===== src/rtl/cbr_pkg.sv =====
package cbr_pkg;

  // Next accumulator value: add, optionally take one whole slot, clamp at lim.
  function automatic int unsigned acc_update(int unsigned acc, int unsigned add,
                                             bit take, int unsigned one,
                                             int unsigned lim);
    int unsigned s;
    s = acc + add;
    if (take) s = s - one;
    if (s > lim) s = lim;
    return s;
  endfunction

  // Up/down counter step with clamp; simultaneous up and down cancel.
  function automatic int unsigned cnt_update(int unsigned c, bit up, bit dn,
                                             int unsigned lim);
    if (up && !dn) return (c >= lim) ? lim : c + 1;
    if (dn && !up) return c - 1;
    return c;
  endfunction

endpackage


===== src/rtl/cbr_lender_fifo.sv =====
module cbr_lender_fifo #(
  parameter int DEPTH = 16,
  parameter int IDW   = 2,
  localparam int PW   = (DEPTH > 1) ? $clog2(DEPTH) : 1,
  localparam int CW   = $clog2(DEPTH + 1)
) (
  input  logic           clk,
  input  logic           rst_n,
  input  logic           push,
  input  logic [IDW-1:0] push_id,
  input  logic           pop,
  output logic [IDW-1:0] head_id,
  output logic [CW-1:0]  count,
  output logic           full,
  output logic           empty
);
  logic [IDW-1:0] mem [DEPTH];
  logic [PW-1:0]  wp, rp;

  function automatic logic [PW-1:0] bump(logic [PW-1:0] p);
    return (p == PW'(DEPTH - 1)) ? '0 : p + 1'b1;
  endfunction

  assign full    = (count == CW'(DEPTH));
  assign empty   = (count == '0);
  assign head_id = mem[rp];

  always_ff @(posedge clk) begin
    if (push) mem[wp] <= push_id;
  end

  always_ff @(posedge clk or negedge rst_n) begin
    if (!rst_n) begin
      wp    <= '0;
      rp    <= '0;
      count <= '0;
    end else begin
      if (push) wp <= bump(wp);
      if (pop)  rp <= bump(rp);
      if (push && !pop)      count <= count + 1'b1;
      else if (pop && !push) count <= count - 1'b1;
    end
  end
endmodule


===== src/rtl/cbr_repay_acc.sv =====
module cbr_repay_acc #(
  parameter int FRAC    = 8,
  parameter int ACC_INT = 3,
  localparam int RES_W  = FRAC + 1,
  localparam int ACC_W  = FRAC + ACC_INT
) (
  input  logic             clk,
  input  logic             rst_n,
  input  logic             active,
  input  logic [RES_W-1:0] resid,
  output logic             take,
  output logic [ACC_W-1:0] acc
);
  import cbr_pkg::*;
  localparam int unsigned ONE = 1 << FRAC;
  localparam int unsigned LIM = (1 << ACC_W) - 1;

  logic [ACC_W-1:0] acc_d;

  assign take = active && (32'(acc) >= ONE);

  always_comb begin
    acc_d = acc;
    if (active) acc_d = ACC_W'(acc_update(32'(acc), 32'(resid), take, ONE, LIM));
  end

  always_ff @(posedge clk or negedge rst_n) begin
    if (!rst_n) acc <= '0;
    else        acc <= acc_d;
  end
endmodule


===== src/rtl/cbr_debit_bank.sv =====
module cbr_debit_bank #(
  parameter int NPORTS = 4,
  parameter int DW     = 8,
  localparam int IDW   = (NPORTS > 1) ? $clog2(NPORTS) : 1
) (
  input  logic                 clk,
  input  logic                 rst_n,
  input  logic                 inc_en,
  input  logic [IDW-1:0]       inc_id,
  input  logic [NPORTS-1:0]    use_vec,
  output logic [NPORTS*DW-1:0] cnt_flat
);
  import cbr_pkg::*;
  localparam int unsigned LIM = (1 << DW) - 1;

  for (genvar p = 0; p < NPORTS; p++) begin : g_port
    logic [DW-1:0] cnt;
    logic          up, dn;
    assign up = inc_en && (inc_id == IDW'(p));
    assign dn = use_vec[p] && (cnt != '0);
    always_ff @(posedge clk or negedge rst_n) begin
      if (!rst_n) cnt <= '0;
      else        cnt <= DW'(cnt_update(32'(cnt), up, dn, LIM));
    end
    assign cnt_flat[p*DW +: DW] = cnt;
  end
endmodule


===== src/rtl/cbr_unit.sv =====
module cbr_unit #(
  parameter int NPORTS  = 4,
  parameter int DEPTH   = 16,
  parameter int FRAC    = 8,
  parameter int ACC_INT = 3,
  parameter int DW      = 8,
  localparam int IDW    = (NPORTS > 1) ? $clog2(NPORTS) : 1,
  localparam int CW     = $clog2(DEPTH + 1),
  localparam int RES_W  = FRAC + 1,
  localparam int ACC_W  = FRAC + ACC_INT
) (
  input  logic                 clk,
  input  logic                 rst_n,
  input  logic [IDW-1:0]       tok_id,
  input  logic                 hp_empty,
  input  logic [RES_W-1:0]     resid,
  input  logic [NPORTS-1:0]    debit_use,
  output logic [IDW-1:0]       grant_id,
  output logic [NPORTS*DW-1:0] debit_cnt,
  output logic                 debt_empty
);
  logic             push_w, pop_w, full_w;
  logic [IDW-1:0]   head_w;
  logic [CW-1:0]    fill_w;
  logic [ACC_W-1:0] acc_w;

  // Borrow: port 0 waiting, someone else holds the token, ledger has room.
  assign push_w   = !hp_empty && (tok_id != '0) && !full_w;
  assign grant_id = push_w ? '0 : tok_id;

  cbr_lender_fifo #(.DEPTH(DEPTH), .IDW(IDW)) ledger_i (
    .clk(clk), .rst_n(rst_n), .push(push_w), .push_id(tok_id), .pop(pop_w),
    .head_id(head_w), .count(fill_w), .full(full_w), .empty(debt_empty)
  );

  cbr_repay_acc #(.FRAC(FRAC), .ACC_INT(ACC_INT)) repay_i (
    .clk(clk), .rst_n(rst_n), .active(!debt_empty), .resid(resid),
    .take(pop_w), .acc(acc_w)
  );

  cbr_debit_bank #(.NPORTS(NPORTS), .DW(DW)) debit_i (
    .clk(clk), .rst_n(rst_n), .inc_en(pop_w), .inc_id(head_w),
    .use_vec(debit_use), .cnt_flat(debit_cnt)
  );
endmodule


===== config.mk =====
export PLATFORM = sky130hd
export DESIGN_NAME = cbr_unit
export DESIGN_NICKNAME = d
export VERILOG_FILES = /design/src/rtl/cbr_pkg.sv /design/src/rtl/cbr_lender_fifo.sv /design/src/rtl/cbr_repay_acc.sv /design/src/rtl/cbr_debit_bank.sv /design/src/rtl/cbr_unit.sv
export SDC_FILE = /design/constraint.sdc
export NUM_CORES = 1
export LEC_CHECK = 0
export BUFFER_PORTS_ARGS = -buffer_cell sky130_fd_sc_hd__buf_4
export CORE_MARGIN = 8
export CORE_UTILIZATION = 60
export DETAILED_ROUTE_END_ITERATION = 10
export GPL_ROUTABILITY_DRIVEN = 1
export PLACE_DENSITY = 0.89
export REMOVE_ABC_BUFFERS = 1
export SYNTH_ARGS = -nofsm -noshare
export SYNTH_HDL_FRONTEND = slang
export SYNTH_HIERARCHICAL = 1
export SYNTH_SLANG_ARGS = --single-unit

===== constraint.sdc =====
create_clock -name clk -period 7.11 [get_ports clk]
set_input_delay 1.0665 -clock clk [delete_from_list [all_inputs] [get_ports clk]]
set_output_delay 1.0665 -clock clk [all_outputs]
set_load 0.005 [all_outputs]

==> metrics.txt, run 1 <==
fin util 0.6718; EDFF count, synth 32; RSZ-0062 raised after global routing no; Chip Height approximately 120 um; number of global-route vias before repair between 5000 and 6000; initial antenna violation count 0; nets 756; CP Data Required Time between 7 and 8 ns; ANT nets after route 0; antenna cells 0; wire per inst between 15 and 20 um; mean post-synth cell area just over 9 um2; Worst Setup End Kind flop; Cell variety after synth 86; crit start category flop; root buf cell clkbuf_8; CP max stage delay roughly 0.60 ns; area leader, netlist dfrtp_1; yosys warns 6; Setup Buffers After CTS 0; maximum capacitance violations 0; Initial DRC Count 486; CP max-delay cell a2111oi_0; ys flop type dfrtp_1; FMAX about 240 MHz; Syn Inst Count about 670; Starting Density 0.6138; Critical Path Sink ledger_i/count[4]$_DFFE_PN0P_; outcome complete, no violations; full die area about 14000 um2; largest net degree at the start of global routing 57; final setup vio count 0; sequential area share after synthesis 0.3762; Row Count 37; synth top area cells dfrtp_1, edfxtp_1, ha_1, o21ai_0, nand2_1; wire length of the first global-routing pass about 24 mm; TNS Setup 0 ns; critical-path cell list or4_1, nor2_1, inv_1, o31ai_4, inv_1, inv_1, ha_1, inv_1, fa_1, a21o_1, a2111oi_0, o31ai_1; vias per cell 6.347; clk buf depth 2; Synth Cell Area between 6000 and 7000 um2; Synth Register Bits a little under 90; Hold Path Class reg2reg; drt drc 0; number of port buffers 52; final std cells w/o fill between 800 and 900; PostCTS Resize Cnt 0; Critical Path Source ledger_i/count[0]$_DFFE_PN0P_; most frequent cells in the layout nand2_1, dfrtp_1, buf_4; clock sink count 88; DP Worst Slack 3.088 ns; slack of the worst reg-to-reg path around 2.9 ns; worst r2r dst ledger_i/count[4]$_DFFE_PN0P_; Final period util 0.5975; final max-slew violation count 0; sequential cell area between 2000 and 2500 um2; IO Pins 53; via count of the routed design roughly 5300; GPL Wtd Cong just over 0.9; Core ar. 10230 um2; Hold Buf Count CTS 0; worst slew pin tran ~0.76 ns; GRT Residual Overflow 0; dpl hpwl between 10 and 15 mm; CTS H-tree lvls 3; Pleak approximately 0.0028 uW; fin crit period about 4.2 ns; peak supply drop about 0.00024 V; min setup slack post-route between 2 and 3 ns; Clk Latency, worst-skew pair roughly 0.36 ns; Setup CP Type reg2reg; share of post-route cells with drive strength above 1 0.1396; Worst R2R Path Depth 12; drt total wl 14.15 mm; Worst Min Path Start repay_i/acc[0]$_DFFE_PN0P_; P&R area growth vs syn 9.444%; dpl cells slightly above 800; Total Power between 3000 and 4000 uW; CTS tree yes; async set-or-reset flop fraction in the synthesized netlist 0.6364; slew margin rel. 0.4955; R2R Path Start ledger_i/count[0]$_DFFE_PN0P_; Total GRT Usage 0.2019; DRT Pass-1 Iters 6; crit-path max FO 21; clock-pin transition on the worst setup and hold timing paths ~0.09 ns; area of the multi-input gates around 3600 um2; total CTS buffers 9; final hold viol count 0; Cell Pwr Density approximately 500 nW/um2; arrival time at the worst endpoint roughly 4.5 ns; most frequent CP cell inv_1; Synth top area share 0.2232; die width about 120 um; Clock Skew 0.01704 ns; most common cell after layout, fill and taps aside nand2_1; Fillers between 700 and 800
power by group:
part / leakage [uW] / total [uW] / switching, uW / internal (uW)
sequential: 0.000984 / 995 / 298 / 696
combinational: 0.00176 / 2070 / 1160 / 910
clock: 0.000103 / 380 / 183 / 198
sequential cells by signal, indices dropped and copies added, names as in the netlist:
name and count:
ledger_i/mem 32, ledger_i/rp 4, debit_i/g_port.cnt 32, ledger_i/wp 4, repay_i/acc 11, ledger_i/count 5
worst max-delay path, delay by kind of cell, from the launching register on:
kind	cells	cell delay [ns]
compound gates	4	1.18
fa+ha+maj	2	0.68
buf+inv	4	0.98
flops	1	0.45
simple gates	2	0.82
worst min path at each step:
stage	endpoint	slack, ns	cells after the start
finish	repay_i/acc[0]$_DFFE_PN0P_	0.54	2
global route	ledger_i/count[3]$_DFFE_PN0P_	0.57	2
CTS	ledger_i/count[3]$_DFFE_PN0P_	0.54	2
detailed placement	ledger_i/count[2]$_DFFE_PN0P_	0.52	2
global placement	repay_i/acc[0]$_DFFE_PN0P_	0.49	2
floorplan	repay_i/acc[0]$_DFFE_PN0P_	0.47	2
synthesized netlist by cell type (4+ instances only):
cell type / count
nor2_1: 51
a21oi_1: 33
o21ai_0: 45
nor3_1: 20
dfrtp_1: 56
clkbuf_1: 27
nand4_1: 14
nor2b_1: 10
nand2b_1: 15
o31ai_1: 6
and2_1: 5
or3_1: 6
ha_1: 39
xnor2_1: 12
a211oi_1: 9
and3_1: 14
o22ai_1: 4
buf_6: 4
nor4b_1: 4
a31oi_1: 10
nand3_1: 23
a2111oi_0: 5
mux2i_1: 13
a21o_1: 7
edfxtp_1: 32
nand2_1: 58
or2_2: 4
mux4_1: 5
inv_1: 37
o211ai_1: 5
final cells by class:
| class | count | area share |
|---|---|---|
| clock buffer | 9 | 0.01802 |
| clock inverter | 7 | 0.01402 |
| inverter | 38 | 0.02075 |
| multi-input combinational | 508 | 0.5219 |
| sequential | 88 | 0.3437 |
| tap | 136 | 0.02476 |
| timing repair buffer | 52 | 0.05680 |
per-stage QoR:
step	instance area (um2)	hold WS (ns)
6_report	6873	0.5406
5_1_grt	6873	0.5714
3_5_place_dp	6653	0.5206
4_1_cts	6873	0.5415
2_1_floorplan	6092	0.4693
3_3_place_gp	6653	0.4931
metal layers:
| metal | up-vias | track usage | wire (um) |
|---|---|---|---|
| li1 | 2552 | - | - |
| met1 | 2528 | 0.2643 | 6268 |
| met2 | 210 | 0.3336 | 6868 |
| met3 | 29 | 0.02808 | 738 |
| met4 | 0 | 0.07686 | 276 |
| met5 | - | 0 | 0 |
kinds of logic (layout without fill, tap and decap cells):
| kind of cell | count (synthesis) | count (layout) | synth area share |
|---|---|---|---|
| xor gates and xnor gates | 14 | 14 | 0.01953 |
| adders and majority gates | 41 | 41 | 0.08408 |
| buffers and inverters | 76 | 106 | 0.05260 |
| DFF | 88 | 88 | 0.3762 |
| AOI/OAI and AO/OA | 182 | 182 | 0.2042 |
| and+or+nand+nor | 247 | 247 | 0.2056 |
| muxes | 24 | 24 | 0.05778 |
Note: power is estimated with default switching activity, not from simulation.
==> run 2: changes to the inputs <==
--- a/config.mk
+++ b/config.mk
@@ -5,12 +5,13 @@
 export SDC_FILE = /design/constraint.sdc
 export NUM_CORES = 1
 export LEC_CHECK = 0
+export ABC_AREA = 1
 export BUFFER_PORTS_ARGS = -buffer_cell sky130_fd_sc_hd__buf_4
 export CORE_MARGIN = 8
-export CORE_UTILIZATION = 60
+export CORE_UTILIZATION = 55
 export DETAILED_ROUTE_END_ITERATION = 10
 export GPL_ROUTABILITY_DRIVEN = 1
-export PLACE_DENSITY = 0.89
+export PLACE_DENSITY = 0.86
 export REMOVE_ABC_BUFFERS = 1
 export SYNTH_ARGS = -nofsm -noshare
 export SYNTH_HDL_FRONTEND = slang
==> constraint.sdc (replaced) <==
create_clock -name clk -period 3.75 [get_ports clk]
set_input_delay 0.5625 -clock clk [delete_from_list [all_inputs] [get_ports clk]]
set_output_delay 0.5625 -clock clk [all_outputs]
set_load 0.005 [all_outputs]
==> run 2 against run 1 <==
Wire length about the same. Clock power up 140%. Core utilization shrank 4.2 points. Sequential power rose by 75%. Synthesized area up 3.2%. Clock skew is 0.011 ns lower. Non-clock buffer count up 2. Die area grew 11%. Maximum frequency up 28%. Global-route usage decreased by 1.8 points. Critical path type unchanged.
==> metrics.txt, run 2 <==
Synth top cells by count nand2_1, inv_1, nand3_1 (was nand2_1, dfrtp_1, nor2_1); fin util 0.6301 (was 0.6718); TNS Setup 0 ns (unchanged); nets 1032 (was 756); PostCTS Resize Cnt 0 (unchanged); mean post-synth cell area 7.008 um2 (was 9.345 um2); Hold Buf Count CTS 0 (unchanged); most common cell after layout, fill and taps aside nand2_1 (unchanged); Core ar. 11470 um2 (was 10230 um2); async set-or-reset flop fraction in the synthesized netlist 0.6364 (unchanged); final std cells w/o fill 1121 (was 838); Sw Share 0.4973 (was 0.4758); Syn Inst Count 925 (was 672); GPL Wtd Cong 0.8932 (was 0.9079); total CTS buffers 9 (unchanged); via count of the routed design 5891 (was 5319); synth top area cells dfrtp_1, nand2_1, edfxtp_1, nand3_1, inv_1 (was dfrtp_1, edfxtp_1, ha_1, o21ai_0, nand2_1); peak supply drop 0.0005764 V (was 0.0002432 V); root buf cell clkbuf_16 (was clkbuf_8); area leader, netlist dfrtp_1 (unchanged); most frequent cells in the layout nand2_1, inv_1, nand3_1 (was nand2_1, dfrtp_1, buf_4); dpl hpwl 10.22 mm (was 10.09 mm); DR top layer met4 (unchanged); DP Worst Slack 0.5236 ns (was 3.088 ns); number of global-route vias before repair 5427 (was 5126); FMAX 300.6 MHz (was 235.4 MHz); Final period util 0.8873 (was 0.5975); sequential area share after synthesis 0.3644 (was 0.3762); Synth Cell Area 6482 um2 (was 6280 um2); sequential power share 0.268 (was 0.289); routed wl met3 835 um (was 738 um); Setup Buffers After CTS 0 (unchanged); Cell Pwr Density 899.4 nW/um2 (was 500.7 nW/um2); Internal 3267 uW (was 1804 uW); hold slack final 0.2816 ns (was 0.5406 ns); Total GRT Usage 0.1840 (was 0.2019); crit-path max FO 18 (was 21); clock sink count 88 (unchanged); Setup CP Type reg2reg (unchanged); GRT Residual Overflow 0 (unchanged); ANT nets after route 0 (unchanged); antenna cells 0 (unchanged); final setup vio count 0 (unchanged); RSZ-0062 raised after global routing no (unchanged); M1 wire length 6.509 mm (was 6.268 mm); worst r2r dst debit_i/g_port[3].cnt[4]$_DFFE_PN0P_ (was ledger_i/count[4]$_DFFE_PN0P_); min setup slack post-route 0.4228 ns (was 2.862 ns); CTS tree yes (unchanged); Clock Power Share 0.139 (was 0.111); Starting Density 0.5653 (was 0.6138); outcome complete, no violations (unchanged); final hold viol count 0 (unchanged); initial antenna violation count 0 (unchanged); IO Pins 53 (unchanged); Critical Path Source ledger_i/count[0]$_DFFE_PN0P_ (unchanged); Chip Height 124.6 um (was 118.3 um); slew margin rel. 0.5125 (was 0.4955); clock-pin transition on the worst setup and hold timing paths 0.06 ns (was 0.09 ns); maximum capacitance violations 0 (unchanged); Cell variety after synth 42 (was 86); drt total wl 14.16 mm (was 14.15 mm); Worst R2R Path Depth 16 (was 12); Clk Latency, worst-skew pair 0.35 ns (was 0.36 ns); Comb power frac 0.593 (was 0.600); CTS H-tree lvls 3 (unchanged); full die area 15520 um2 (was 14000 um2); Clock Skew 0.006270 ns (was 0.01704 ns); clk buf depth 2 (unchanged); Synth top area share 0.2162 (was 0.2232); Critical Path Sink debit_i/g_port[3].cnt[4]$_DFFE_PN0P_ (was ledger_i/count[4]$_DFFE_PN0P_); Pleak 0.003757 uW (was 0.002846 uW); Initial DRC Count 539 (was 486); crit start category flop (unchanged); Row Count 39 (was 37); CP Data Required Time 3.99 ns (was 7.32 ns); DRT Pass-1 Iters 5 (was 6); ys flop type dfrtp_1 (unchanged); Fillers 1019 (was 747); fin crit period 3.327 ns (was 4.248 ns); vias per cell 5.255 (was 6.347); die width 124.6 um (was 118.3 um); number of port buffers 52 (unchanged); most common cell in the netlist nand2_1 (unchanged); share of post-route cells with drive strength above 1 0.1115 (was 0.1396); R2R Path Start ledger_i/count[0]$_DFFE_PN0P_ (unchanged); P&R area growth vs syn 11.46% (was 9.444%); largest net degree at the start of global routing 57 (unchanged); yosys warns 6 (unchanged); Top Registers debit_i/g_port.cnt x32, ledger_i/mem x32, repay_i/acc x11 (unchanged); Worst Setup End Kind flop (unchanged); drt drc 0 (unchanged); Hold Path Class in2async (was reg2reg); dpl cells 1105 (was 822); switching power 3232 uW (was 1637 uW); worst slew pin tran 0.7313 ns (was 0.7568 ns); arrival time at the worst endpoint 3.57 ns (was 4.46 ns); wire length on met2 6.712 mm (was 6.868 mm); wire per inst 12.63 um (was 16.89 um); EDFF count, synth 32 (unchanged); wire length of the first global-routing pass 24.45 mm (was 24.23 mm); final max-slew violation count 0 (unchanged); Synth Register Bits 88 (unchanged); slack of the worst reg-to-reg path 0.42 ns (was 2.86 ns)
==> run 2: how the worst min path moves through the flow <==
stage	from	endpoint	slack [ns]	cells after the start
3_3_place_gp	debit_i/g_port[0].cnt[5]$_DFFE_PN0P_	debit_i/g_port[0].cnt[5]$_DFFE_PN0P_	0.53	2
4_1_cts	rst_n	debit_i/g_port[3].cnt[3]$_DFFE_PN0P_	0.30	1
3_5_place_dp	debit_i/g_port[0].cnt[5]$_DFFE_PN0P_	debit_i/g_port[0].cnt[5]$_DFFE_PN0P_	0.53	2
2_1_floorplan	rst_n	debit_i/g_port[0].cnt[0]$_DFFE_PN0P_	0.27	0
5_1_grt	rst_n	debit_i/g_port[3].cnt[3]$_DFFE_PN0P_	0.35	1
6_report	rst_n	debit_i/g_port[3].cnt[3]$_DFFE_PN0P_	0.28	1
==> run 2: power by group through the flow <==
stage	clock network [uW]	registers [uW]	logic, uW
after floorplan	0	1670	2860
after global placement	0	1740	3710
after detailed placement	0	1750	3800
after CTS	931	1740	3830
after global routing	964	1800	4440
final	905	1740	3850
==> run 2: stage by stage <==
stage                     instance area, um2  total power (uW)
after floorplan                         6345              4523
after global placement                  6929              5452
after detailed placement                6929              5549
after CTS                               7226              6500
after global routing                    7226              7200
final                                   7226              6499
==> run 2: routing by layer <==
layer | GRT usage | up-vias
li1 | - | 3051
met1 | 0.2322 | 2671
met2 | 0.3016 | 160
met3 | 0.05532 | 9
met4 | 0.04323 | 0
met5 | 0 | -
==> run 2: final cells by class <==
cell class                      count  area, um2  area share
Tap cell                          143      178.9     0.02476
Clock inverter                      6      67.56    0.009351
Clock buffer                       10      229.0     0.03169
Inverter                          152      571.8     0.07913
Sequential cell                    88       2362      0.3269
Timing Repair Buffer               54      405.4     0.05610
Multi-Input combinational cell    668       3411      0.4720
==> run 2: kinds of logic (layout without fill, tap and decap cells) <==
family / after synthesis / after routing / share of synthesized area
buffers and inverters: 169 / 222 / 0.1094
adder cells (fa/ha/maj): 41 / 41 / 0.08145
AND/OR/NAND/NOR: 520 / 520 / 0.3515
flip-flops: 88 / 88 / 0.3644
AO/OA/AOI/OAI: 99 / 99 / 0.08242
XOR/XNOR: 8 / 8 / 0.01081
==> run 2: critical path: stages (launching register included) <==
cell and delay, ns:
dfrtp_1 0.43, nor2_1 0.08, nand3_1 0.11, nor2_1 0.07
inv_1 0.34, o31ai_1 0.25, inv_1 0.28, inv_1 0.13
nor3_1 0.33, ha_1 0.42, inv_1 0.17, nand2_1 0.16
inv_1 0.12, o21ai_0 0.10, o211ai_1 0.11, nand2_1 0.08
nand2_1 0.05
